### config.mk
export PLATFORM = sky130hd
export DESIGN_NAME = ccd_seq_top
export DESIGN_NICKNAME = d
export VERILOG_FILES = /design/src/rtl/ccd_seq_pkg.sv /design/src/rtl/ccd_seq_ctrl.sv /design/src/rtl/ccd_seq_dp.sv /design/src/rtl/ccd_seq_top.sv
export SDC_FILE = /design/constraint.sdc
export NUM_CORES = 1
export LEC_CHECK = 0
export BUFFER_PORTS_ARGS = -buffer_cell sky130_fd_sc_hd__buf_4
export CORE_UTILIZATION = 52
export DETAILED_ROUTE_END_ITERATION = 16
export GPL_TIMING_DRIVEN = 0
export PLACE_DENSITY = 0.74
export SLEW_MARGIN = 20
export SYNTH_ARGS = -nofsm -noshare
export SYNTH_HDL_FRONTEND = slang
export SYNTH_SLANG_ARGS = --single-unit
### constraint.sdc
create_clock -name clk -period 1.75 [get_ports clk]
set_clock_uncertainty 0.1 [all_clocks]
set_input_delay 0.175 -clock clk [delete_from_list [all_inputs] [get_ports clk]]
set_output_delay 0.175 -clock clk [all_outputs]
set_load 0.1 [all_outputs]
### src/rtl/ccd_seq_pkg.sv
package ccd_seq_pkg;

  typedef enum logic [2:0] {
    ST_IDLE,
    ST_SETUP,
    ST_TGLEAD,
    ST_PGHOLD,
    ST_TGTAIL,
    ST_READ
  } seqState_e;

  // Strobes from control to datapath
  typedef struct packed {
    logic clrTimer;
    logic readout;
    logic tgOn;
    logic pgOn;
  } seqStrobe_t;

  function automatic int maxOf4(input int a, input int b, input int c, input int d);
    int m;
    m = a;
    if (b > m) m = b;
    if (c > m) m = c;
    if (d > m) m = d;
    return m;
  endfunction

endpackage

### src/rtl/ccd_seq_ctrl.sv
module ccd_seq_ctrl
  import ccd_seq_pkg::*;
#(
  parameter int SETUP_TICKS   = 2,
  parameter int TG_LEAD_TICKS = 2,
  parameter int PG_HOLD_TICKS = 20,
  parameter int TG_TAIL_TICKS = 2,
  parameter int TW            = 5
) (
  input  logic          clk,
  input  logic          rstN,
  input  logic          startLine,
  input  logic          freeRun,
  input  logic [TW-1:0] timer,
  input  logic          lineDone,
  output seqStrobe_t    strb
);

  localparam logic [TW-1:0] SetupEnd = TW'(SETUP_TICKS - 1);
  localparam logic [TW-1:0] LeadEnd  = TW'(TG_LEAD_TICKS - 1);
  localparam logic [TW-1:0] HoldEnd  = TW'(PG_HOLD_TICKS - 1);
  localparam logic [TW-1:0] TailEnd  = TW'(TG_TAIL_TICKS - 1);

  seqState_e state, stateNxt;
  logic      phaseEnd;

  always_comb begin
    stateNxt = state;
    phaseEnd = 1'b0;
    unique case (state)
      ST_IDLE: if (startLine || freeRun) begin
        stateNxt = ST_SETUP;
        phaseEnd = 1'b1;
      end
      ST_SETUP: if (timer == SetupEnd) begin
        stateNxt = ST_TGLEAD;
        phaseEnd = 1'b1;
      end
      ST_TGLEAD: if (timer == LeadEnd) begin
        stateNxt = ST_PGHOLD;
        phaseEnd = 1'b1;
      end
      ST_PGHOLD: if (timer == HoldEnd) begin
        stateNxt = ST_TGTAIL;
        phaseEnd = 1'b1;
      end
      ST_TGTAIL: if (timer == TailEnd) begin
        stateNxt = ST_READ;
        phaseEnd = 1'b1;
      end
      ST_READ: if (lineDone) begin
        stateNxt = freeRun ? ST_SETUP : ST_IDLE;
        phaseEnd = 1'b1;
      end
      default: stateNxt = ST_IDLE;
    endcase
  end

  always_ff @(posedge clk) begin
    if (!rstN) state <= ST_IDLE;
    else       state <= stateNxt;
  end

  always_comb begin
    strb.clrTimer = phaseEnd || (state == ST_IDLE);
    strb.readout  = (state == ST_READ);
    strb.tgOn     = (state == ST_TGLEAD) || (state == ST_PGHOLD) || (state == ST_TGTAIL);
    strb.pgOn     = (state == ST_PGHOLD);
  end

endmodule

### src/rtl/ccd_seq_dp.sv
module ccd_seq_dp
  import ccd_seq_pkg::*;
#(
  parameter int HALF_TICKS = 3,
  parameter int RST_TICKS  = 1,
  parameter int SMP_DLY    = 1,
  parameter int NPIX       = 539,
  parameter int TW         = 5
) (
  input  logic          clk,
  input  logic          rstN,
  input  seqStrobe_t    strb,
  output logic [TW-1:0] timer,
  output logic          lineDone,
  output logic          phi1,
  output logic          phi2,
  output logic          tgate,
  output logic          pgate,
  output logic          rgate,
  output logic          sampleStb,
  output logic          lineStart
);

  localparam int PIX_TICKS = 2 * HALF_TICKS;
  localparam int PW = (PIX_TICKS > 1) ? $clog2(PIX_TICKS) : 1;
  localparam int XW = (NPIX > 1) ? $clog2(NPIX) : 1;
  localparam logic [PW-1:0] PhLast  = PW'(PIX_TICKS - 1);
  localparam logic [PW-1:0] PhHalf  = PW'(HALF_TICKS);
  localparam logic [PW-1:0] PhRst   = PW'(RST_TICKS);
  localparam logic [PW-1:0] PhSmp   = PW'(HALF_TICKS + SMP_DLY);
  localparam logic [XW-1:0] PixLast = XW'(NPIX - 1);

  logic [PW-1:0] phase;
  logic [XW-1:0] pixIdx;

  // Interval timer shared by all transfer phases
  always_ff @(posedge clk) begin
    if (!rstN || strb.clrTimer) timer <= '0;
    else                        timer <= timer + 1'b1;
  end

  // Phase-in-pixel and pixel index
  always_ff @(posedge clk) begin
    if (!rstN || !strb.readout) begin
      phase  <= '0;
      pixIdx <= '0;
    end else if (phase == PhLast) begin
      phase  <= '0;
      pixIdx <= (pixIdx == PixLast) ? '0 : pixIdx + 1'b1;
    end else begin
      phase <= phase + 1'b1;
    end
  end

  always_comb begin
    lineDone  = strb.readout && (phase == PhLast) && (pixIdx == PixLast);
    phi1      = strb.readout ? (phase < PhHalf) : 1'b1;
    phi2      = strb.readout && (phase >= PhHalf);
    rgate     = strb.readout && (phase < PhRst);
    sampleStb = strb.readout && (phase == PhSmp);
    lineStart = strb.readout && (phase == '0) && (pixIdx == '0);
    tgate     = strb.tgOn;
    pgate     = strb.pgOn;
  end

endmodule

### src/rtl/ccd_seq_top.sv
module ccd_seq_top
  import ccd_seq_pkg::*;
#(
  parameter int ACTIVE_PIX    = 512,
  parameter int ISO_PIX       = 3,
  parameter int DARK_PIX      = 10,
  parameter int TRANS_PIX     = 2,
  parameter int HALF_TICKS    = 3,
  parameter int RST_TICKS     = 1,
  parameter int SMP_DLY       = 1,
  parameter int SETUP_TICKS   = 2,
  parameter int TG_LEAD_TICKS = 2,
  parameter int PG_HOLD_TICKS = 20,
  parameter int TG_TAIL_TICKS = 2,
  parameter int MIN_PG_TICKS  = 20,
  parameter int MIN_PIX_TICKS = 5
) (
  input  logic clk,
  input  logic rstN,
  input  logic startLine,
  input  logic freeRun,
  output logic phi1,
  output logic phi2,
  output logic tgate,
  output logic pgate,
  output logic rgate,
  output logic sampleStb,
  output logic lineStart
);

  localparam int NPIX   = ISO_PIX + 2 * DARK_PIX + 2 * TRANS_PIX + ACTIVE_PIX;
  localparam int MAX_IV = maxOf4(SETUP_TICKS, TG_LEAD_TICKS, PG_HOLD_TICKS, TG_TAIL_TICKS);
  localparam int TW     = $clog2(MAX_IV + 1) + 1;

  seqStrobe_t    strb;
  logic [TW-1:0] timer;
  logic          lineDone;

  ccd_seq_ctrl #(
    .SETUP_TICKS(SETUP_TICKS), .TG_LEAD_TICKS(TG_LEAD_TICKS),
    .PG_HOLD_TICKS(PG_HOLD_TICKS), .TG_TAIL_TICKS(TG_TAIL_TICKS), .TW(TW)
  ) u_ctrl (
    .clk(clk), .rstN(rstN), .startLine(startLine), .freeRun(freeRun),
    .timer(timer), .lineDone(lineDone), .strb(strb)
  );

  ccd_seq_dp #(
    .HALF_TICKS(HALF_TICKS), .RST_TICKS(RST_TICKS), .SMP_DLY(SMP_DLY),
    .NPIX(NPIX), .TW(TW)
  ) u_dp (
    .clk(clk), .rstN(rstN), .strb(strb), .timer(timer), .lineDone(lineDone),
    .phi1(phi1), .phi2(phi2), .tgate(tgate), .pgate(pgate), .rgate(rgate),
    .sampleStb(sampleStb), .lineStart(lineStart)
  );

endmodule

# == After elaboration in Yosys (flattened, before gate mapping) ==
# Cells that the tools add are included.
# op_classes
reduce_logical,21
n_addsub,3
n_eq_ne,16
order_cmp,3
muxes,15
# ops
operator,count
$mux W3,6
$pmux W3 S6,1
$eq A3 B3 Y1 const B,4
$add A10 B1 Y10 const B,1
$eq A10 B10 Y1 const B,1
$logic_not A10 Y1,1
$mux W10,1
$ne A2 B1 Y1 const B,5
$logic_and A1 B1 Y1,7
$add A6 B1 Y6 const B,1
$eq A3 B2 Y1 const B,2
$eq A6 B1 Y1 const B,1
$eq A6 B5 Y1 const B,1
$logic_not A3 Y1,2
$logic_or A1 B1 Y1,6
$mux W1,6
$reduce_and A6 Y1,1
$pmux W1 S4,1
$add A3 B1 Y3 const B,1
$eq A3 B1 Y1 const B,1
$ge A3 B2 Y1 const B,1
$lt A3 B1 Y1 const B,1
$lt A3 B2 Y1 const B,1
$reduce_or A3 Y1,1
3 further kinds,4
# word_totals
word_cells,62
out_inout_bits,7
ff_bits,22
input_bits,4

# == Longest topological paths before layout ==
# Gate-level depths: netlist (run 1).
# logic_depth
word_depth,7
depth_mapped,6
depth_no_buf,6

# == Cells and area by module ==
# Synthesis (run 1) repeated with hierarchy kept, for this count alone.
# hier_totals
hier_cells,161
hier_area_um2,1357.6
# by_module_without_submodules
mod,area_each_um2,n_inst,seq_area_each_um2,cells_per_inst
ccd_seq_dp,1026.0,1,380.4,117
ccd_seq_ctrl,331.6,1,60.1,44

# == Worst setup path before layout (run 1) ==
# No wires, ideal clock.
# synth_timing
path_kind,register to output
start,register u_ctrl.state[2]
end,output port rgate
slack_ns,-2.039
arrival_time_ns,3.514
n_path_buf,0
required_ns,1.475
path_stages_with_launch,4
cell_sequence,dfxtp_1 -> nor2b_4 -> nand2_2 -> nor4_1
# synth_via
elab_chain_len,2
# synth_lines
item,line,rtl
"start, declared",ccd_seq_ctrl.sv:24,"seqState_e state, stateNxt;"
"start signal, assigned",ccd_seq_ctrl.sv:61,else state <= stateNxt;
$eq A3 B3 Y1,ccd_seq_ctrl.sv:66,strb.readout = (state == ST_READ);
$logic_and A1 B1 Y1,ccd_seq_dp.sv:59,rgate = strb.readout && (phase < PhRst);
"end, declared",ccd_seq_top.sv:26,"output logic rgate,"
# Every way passes these cells.

# == Worst setup path in the final report (run 1) ==
# layout_timing
start,register u_ctrl.state[2]
end,output port lineStart
# layout_via
elab_chain_len,3
# layout_lines
item,line,rtl
$eq A3 B3 Y1,ccd_seq_ctrl.sv:66,
$logic_and A1 B1 Y1 (2 in a row),ccd_seq_dp.sv:61,lineStart = strb.readout && (phase == '0) && (pixIdx == '0);
"end, declared",ccd_seq_top.sv:28,output logic lineStart
# Every way passes these cells.

==> results of run 1 <==
-- cell families (layout without fill, tap and decap cells) --
kind of cell / Yosys count / after routing / share of synthesized area, %
adder cells (fa/ha/maj): 9 / 9 / 8.92
flip-flops: 22 / 22 / 34.9
AND/OR/NAND/NOR: 67 / 68 / 28.9
AO/OA/AOI/OAI: 23 / 23 / 11.7
buffers and inverters: 14 / 43 / 4.86
XOR/XNOR: 13 / 13 / 9.02
multiplexers: 2 / 2 / 1.68
-- worst max-delay path, cell delays in order, from the launching register on --
cell,delay (ps)
dfxtp_4,370
nor2b_4,180
nand2_4,60
or4_4,490
nor3b_4,240
buf_12,210
-- sequential cells by signal, indices dropped and copies added (netlist names) --
| signal | count |
|---|---|
| u_dp.phase | 3 |
| u_dp.timer | 6 |
| u_dp.pixIdx | 10 |
| u_ctrl.state | 3 |
-- cells in the mapped netlist --
master | instances | share of area (%)
dfxtp_1 | 22 | 35
o21ai_1 | 2 | 0.79
nor2b_4 | 1 | 1.1
xor2_1 | 5 | 3.5
nand4b_1 | 1 | 0.69
nand4_1 | 2 | 0.99
and4_1 | 3 | 2.1
and2_1 | 1 | 0.50
nor2_1 | 17 | 5.1
nand2_1 | 14 | 4.2
and3_1 | 2 | 0.99
xnor2_1 | 8 | 5.6
nor3_2 | 1 | 0.79
nor2b_1 | 1 | 0.50
mux2i_1 | 1 | 0.79
or2b_1 | 1 | 0.59
ha_1 | 9 | 8.9
buf_4 | 2 | 1.2
clkbuf_2 | 1 | 0.40
a32oi_1 | 1 | 0.69
nand3b_1 | 1 | 0.59
o21ai_0 | 4 | 1.6
nand2_2 | 1 | 0.50
inv_1 | 11 | 3.3
nand3_1 | 7 | 2.8
a31oi_1 | 2 | 0.99
or3_1 | 6 | 3.0
nor4_1 | 2 | 0.99
or4_4 | 1 | 0.89
nor3b_1 | 1 | 0.59
a211oi_1 | 7 | 4.2
a21oi_1 | 4 | 1.6
nor3_1 | 3 | 1.2
a311oi_1 | 1 | 0.69
nor3b_2 | 1 | 0.99
a21boi_0 | 1 | 0.59
o211ai_1 | 1 | 0.59
mux2_2 | 1 | 0.89
-- per-stage QoR --
stage | TNS, ps | total power, mW | hold WS (ps) | cells
5_1_grt | -1960 | 1.19 | 80.3 | 208
2_1_floorplan | -937 | 0.717 | 219 | 150
3_3_place_gp | -740 | 0.757 | 361 | 188
4_1_cts | -1210 | 1.11 | 31.5 | 204
3_5_place_dp | -1030 | 0.761 | 371 | 188
6_report | -1410 | 1.15 | 71.5 | 208
-- routing by layer --
layer  track usage [%]  up-vias
met5                 0        -
met4              9.91        0
met3              4.76       19
met2              48.5       54
met1              28.0      575
li1                  -      585
-- worst max path at each step --
stage | startpoint | endpoint | slack, ps | depth (start not counted)
after floorplan | u_ctrl.state[1] | lineStart | -460 | 5
after global placement | u_ctrl.state[1] | lineStart | -170 | 6
after detailed placement | u_ctrl.state[1] | lineStart | -170 | 6
after CTS | u_ctrl.state[2] | lineStart | -390 | 5
after global routing | u_ctrl.state[2] | lineStart | -440 | 5
final | u_ctrl.state[2] | lineStart | -390 | 5
-- final cells by class --
cell class                      instances  share of cell area (%)
Sequential cell                        22                    25.3
Buffer                                  2                   0.828
Timing Repair Buffer                   26                    15.7
Tap cell                               28                    1.93
Inverter                               11                    2.62
Clock buffer                            4                    2.62
Multi-Input combinational cell        115                    51.1
-- what timing repair did --
action / in CTS / in global routing
endpoints found under the setup margin: 20 / 21
setup buffers: 13 / 6
gates cloned: 0 / 1
pin swaps: 7 / 8
gates resized for setup: 38 / 16
-- power groups by stage --
stage	sequential [mW]	combinational [mW]	clock [mW]
floorplan	0.538	0.178	0
global placement	0.540	0.217	0
detailed placement	0.540	0.221	0
CTS	0.529	0.239	0.344
global route	0.532	0.293	0.367
finish	0.530	0.273	0.345
==> results.md, run 1 <==
* Status: complete, but fails checks
* Final period util at 122%
* R2R setup slack at -50 ps
* Worst Slack Setup Final at -388 ps
* Total CTS buffers at 3
* Switching Power at 0.360 mW
* Max-slew headroom at 67.1%
* CP Capture Type: primary output
* Die area at 0.00263 mm2
* Net count after synthesis at 163
* Max-capacitance violation count at 0
* Met3 Routed Length at 211 um
* Reg2Reg Depth at 6
* Largest net degree at the start of global routing at 14
* Met2 WL at 1690 um
* FMAX at 468 MHz
* Layout fillers at 141
* 1st-iter DRT viols at 47
* Grt ovf at 0
* Clock Power Share at 30.1%
* Core footprint at 0.00225 mm2
* Clk buf depth at 2
* Worst r2r dst: u_dp.pixIdx[9]
* Worst setup SP type: register
* Netlist cell types at 38
* Most frequent cells in the layout: 16 x buf_4, 16 x dfxtp_1, 12 x nand2_1, 12 x nor2_1
* Syn avg cell area at 8.42 um2
* Port Buffers at 10
* Fin util at 80.4%
* Gr usage total at 25.7%
* Switching part of the total power at 31.3%
* Netlist Area Pre-Place at 0.00126 mm2
* Cell Pwr Density at 633 mW/mm2
* #FFs+latches synth at 22
* Top layer in use: met4
* N_diodes at 0
* Sequential Area at 458 um2
* Hold-fix buffers, CTS at 0
* Synth warn at 0
* Actual slew at the worst max-slew pin at 491 ps
* Max-slew violation count at 0
* Root Driver: clkbuf_4
* Antenna violations before repair at 0
* Sequential fraction of design power at 46.2%
* Area grow syn2layout at 43.6%
* Clock sinks at 22
* Area of the multi-input gates at 926 um2
* Comb power frac at 23.8%
* Leakage power at 0.648 nW
* RR Startpoint: u_dp.phase[0]
* Die Span Y at 51.3 um
* IO Pins at 11
* Post-synthesis cell count at 150
* Final setup viols at 8
* Row Count at 17
* Internal Pwr Total at 0.788 mW
* Clock-pin slew on the worst setup and hold paths at 130 ps
* Routed WL per cell at 15.9 um
* Layout cells sized above 1 at 36.7%
* Failing checks: negative setup slack
* RSZ-0062 raised after global routing: yes
* Hold-critical path depth at 3
* Nets at 194
* Detailed placement HPWL at 1820 um
* CTS tree: built
* Worst hold start: rstN
* DRC Markers at 0
* Vias in the first global route at 1177
* CP required at 1470 ps
* Via count at 1233
* Vias/cell at 5.93
* Final Hold Viols at 0
* Crit path kind: register to primary output
* Die X at 51.3 um
* Routed wire length at 3320 um
* Dpl cell area at 0.00145 mm2
* Final Cell Area at 0.00181 mm2
* Maximum VDD drop at 0.464 mV
* Clock Latency Late Sink at 320 ps
* M1 WL at 1260 um
* Critical path data arrival time at 1860 ps
* Clock period minus worst slack at 2140 ps
* Final Wtd Congestion at 0.849
* Hold/Removal Path Class: primary input to register
* # H-tree levels at 1
* Pre-CTS WS at -174 ps
* First-pass GRT wire length at 5020 um
* Highest net fanout along the worst path at 2
* Register area share after synthesis at 34.9%
* Drt first pass iters at 4
* Initial Util at 56.0%
* Final ANT Viol Nets at 0
* Worst hold path endpoint: u_ctrl.state[2]
(Power assumes the default switching activity.)
==> run 2, diff against run 1 <==
--- a/config.mk
+++ b/config.mk
@@ -6,6 +6,7 @@
 export NUM_CORES = 1
 export LEC_CHECK = 0
 export BUFFER_PORTS_ARGS = -buffer_cell sky130_fd_sc_hd__buf_4
+export CORE_MARGIN = 2
 export CORE_UTILIZATION = 52
 export DETAILED_ROUTE_END_ITERATION = 16
 export GPL_TIMING_DRIVEN = 0
==> constraint.sdc (replaced) <==
create_clock -name clk -period 1.75 [get_ports clk]
set_clock_uncertainty 0.1 [all_clocks]
set_input_delay 0.2625 -clock clk [delete_from_list [all_inputs] [get_ports clk]]
set_output_delay 0.2625 -clock clk [all_outputs]
set_load 0.1 [all_outputs]
==> run 2 against run 1 <==
Against the previous run: the run still ends with negative setup slack left; wire length rose by 4.7%; design area rose by 3.7%; die area rose by 8.0%; fmax fell by 4.2%; sequential power barely moved; register-to-register slack got worse by 130 ps; critical path type unchanged; highest routed layer unchanged.
==> results.md, run 2 (same netlist as run 1, synthesis figures left out) <==
* Clk buf depth at 2 (unchanged)
* First-pass GRT wire length at 4890 um (was 5020 um)
* Grt ovf at 0 (unchanged)
* Cell Pwr Density at 645 mW/mm2 (was 633 mW/mm2)
* RSZ-0062 raised after global routing: yes (unchanged)
* Leakage power at 0.672 nW (was 0.648 nW)
* Max-capacitance violation count at 0 (unchanged)
* Fin util at 83.4% (was 80.4%)
* Area grow syn2layout at 48.9% (was 43.6%)
* Gr usage total at 23.7% (was 25.7%)
* Highest net fanout along the worst path at 2 (unchanged)
* CP Capture Type: primary output (unchanged)
* Drt first pass iters at 4 (unchanged)
* Vias/cell at 5.97 (was 5.93)
* Hold_ws at 140 ps (was 71.5 ps)
* Crit-path leading delay family: simple AND/OR/NAND/NOR gates (unchanged)
* Max FFs per register at 10 (unchanged)
* Actual slew at the worst max-slew pin at 486 ps (was 491 ps)
* Final Wtd Congestion at 0.796 (was 0.849)
* Max-slew headroom at 67.4% (was 67.1%)
* CP Depth at 5 (unchanged)
* Maximum VDD drop at 0.664 mV (was 0.464 mV)
* Final setup viols at 17 (was 8)
* Failing checks: negative setup slack (unchanged)
* Total CTS buffers at 3 (unchanged)
* Clock-pin slew on the worst setup and hold paths at 140 ps (was 130 ps)
* Final ANT Viol Nets at 0 (unchanged)
* Routed wire length at 3470 um (was 3320 um)
* Critical-path cell list: nor2b_4 -> nand2_4 -> or4_4 -> nor3b_4 -> buf_12 (unchanged)
* Bufs and invs on worst path at 1 (unchanged)
* Switching part of the total power at 31.5% (was 31.3%)
* Crit path capture: lineStart (unchanged)
* IO Pins at 11 (unchanged)
* Sequential fraction of design power at 43.6% (was 46.2%)
* Port Buffers at 10 (unchanged)
* DRC Markers at 0 (unchanged)
* DP Cell Count at 188 (unchanged)
* Switching Power at 0.382 mW (was 0.360 mW)
* Critical path data arrival time at 1870 ps (was 1860 ps)
* RR Startpoint: u_dp.pixIdx[5] (was u_dp.phase[0])
* Die X at 53.3 um (was 51.3 um)
* FMAX at 448 MHz (was 468 MHz)
* Worst r2r dst: u_dp.timer[5] (was u_dp.pixIdx[9])
* Row Count at 17 (unchanged)
* Total Power at 1.21 mW (was 1.15 mW)
* Nets at 197 (was 194)
* Cell Count, Final, Fillers Out at 211 (was 208)
* Reg2Reg Depth at 6 (unchanged)
* Worst setup SP type: register (unchanged)
* Final period util at 127% (was 122%)
* R2R setup slack at -180 ps (was -50 ps)
* Largest net degree at the start of global routing at 14 (unchanged)
* Hold-fix buffers, CTS at 0 (unchanged)
* Initial Util at 56.0% (unchanged)
* N_diodes at 0 (unchanged)
* Antenna violations before repair at 0 (unchanged)
* Top flop regs: u_dp.pixIdx x10, u_dp.timer x6 (unchanged)
* Core footprint at 0.00225 mm2 (unchanged)
* Worst Slack Setup Final at -481 ps (was -388 ps)
* Internal Pwr Total at 0.830 mW (was 0.788 mW)
* Die area at 0.00284 mm2 (was 0.00263 mm2)
* CTS tree: built (unchanged)
* CP required at 1390 ps (was 1470 ps)
* Final Cell Area at 0.00188 mm2 (was 0.00181 mm2)
* Crit path kind: register to primary output (unchanged)
* Status: complete, but fails checks (unchanged)
* Dpl cell area at 0.00145 mm2 (unchanged)
* Clock period minus worst slack at 2230 ps (was 2140 ps)
* Clock sinks at 22 (unchanged)
* # H-tree levels at 1 (unchanged)
* Clock Latency Late Sink at 320 ps (about the same)
* Max-slew violation count at 0 (unchanged)
* Comb power frac at 27.4% (was 23.8%)
* Vias in the first global route at 1099 (was 1177)
* Hold/Removal Path Class: primary input to register (unchanged)
* Most frequent cells in the layout: 15 x buf_4, 15 x dfxtp_1, 12 x nor2_1 (was 16 x buf_4, 16 x dfxtp_1, 12 x nand2_1, 12 x nor2_1)
* Max stage delay on crit path at 490 ps (about the same)
* Final Hold Viols at 0 (unchanged)
* Routed WL per cell at 16.5 um (was 15.9 um)
* Root Driver: clkbuf_4 (unchanged)
* Detailed placement HPWL at 1810 um (was 1820 um)
* Via count at 1260 (was 1233)
* Die Span Y at 53.3 um (was 51.3 um)
* Highest-delay cell along the critical path: or4_4 (unchanged)
* Clock Power Share at 29.0% (was 30.1%)
* 1st-iter DRT viols at 40 (was 47)
* Layout cells sized above 1 at 38.8% (was 36.7%)
* Top reg by flops: u_dp.pixIdx (unchanged)
* Critical Path Source: u_ctrl.state[2] (unchanged)
## run 2: cell count changes in the layout (fill, tap and decap cells not counted), sizes merged
cell and delta:
buf +3, inv +1, clkinvlp -1
## run 2: per-layer routing
layer / GRT usage, % / wire, um / share of wire (%) / up-vias
li1: - / - / - / 595
met1: 27.5 / 1370 / 40 / 612
met2: 43.4 / 1880 / 54 / 41
met3: 3.67 / 154 / 4.4 / 12
met4: 8.12 / 68 / 2.0 / 0
met5: 0 / 0 / 0 / -
## run 2: through the flow
| step | worst slack [ps] | TNS [ps] |
|---|---|---|
| 2_1_floorplan | -551 | -1300 |
| 3_3_place_gp | -270 | -690 |
| 3_5_place_dp | -263 | -1080 |
| 4_1_cts | -481 | -1290 |
| 5_1_grt | -523 | -4400 |
| 6_report | -481 | -3430 |
## run 2: cell type report
type	count	area [um2]
buffer	2	18.8
inverter	11	43.8
tap	28	35.0
fill	139	375
sequential	22	462
multi-input combinational	115	942
timing repair buffer	29	330
clock buffer	4	47.5
## run 2: power groups by stage
stage	combinational (mW)	sequential, mW	clock [mW]
CTS	0.246	0.529	0.346
finish	0.333	0.529	0.351
global route	0.350	0.531	0.365
detailed placement	0.222	0.541	0
global placement	0.218	0.540	0
floorplan	0.178	0.538	0
## run 2: worst register-to-register path: stages, from the launching register on
cell and delay (ps):
dfxtp_4 390, nor4_4 330, buf_4 160, nand4b_1 280, buf_4 270, o21ai_4 210, a211oi_1 80
## run 2: worst min-delay path by stage
| stage | start | to | slack, ps | cells after the start |
|---|---|---|---|---|
| 6_report | rstN | u_ctrl.state[2] | 140 | 3 |
| 5_1_grt | rstN | u_ctrl.state[2] | 150 | 3 |
| 4_1_cts | rstN | u_ctrl.state[2] | 110 | 3 |
| 3_5_place_dp | u_dp.phase[0] | u_dp.phase[0] | 370 | 1 |
| 3_3_place_gp | u_dp.phase[0] | u_dp.phase[0] | 360 | 1 |
| 2_1_floorplan | rstN | u_ctrl.state[2] | 310 | 2 |
## run 2: repair_timing
item / CTS / global route
endpoints found under the hold margin: 0 / 0
pin swaps: 4 / 10
gates cloned: 0 / 1
setup endpoints to repair: 14 / 19
gates resized for setup: 36 / 29
setup buffers: 12 / 8
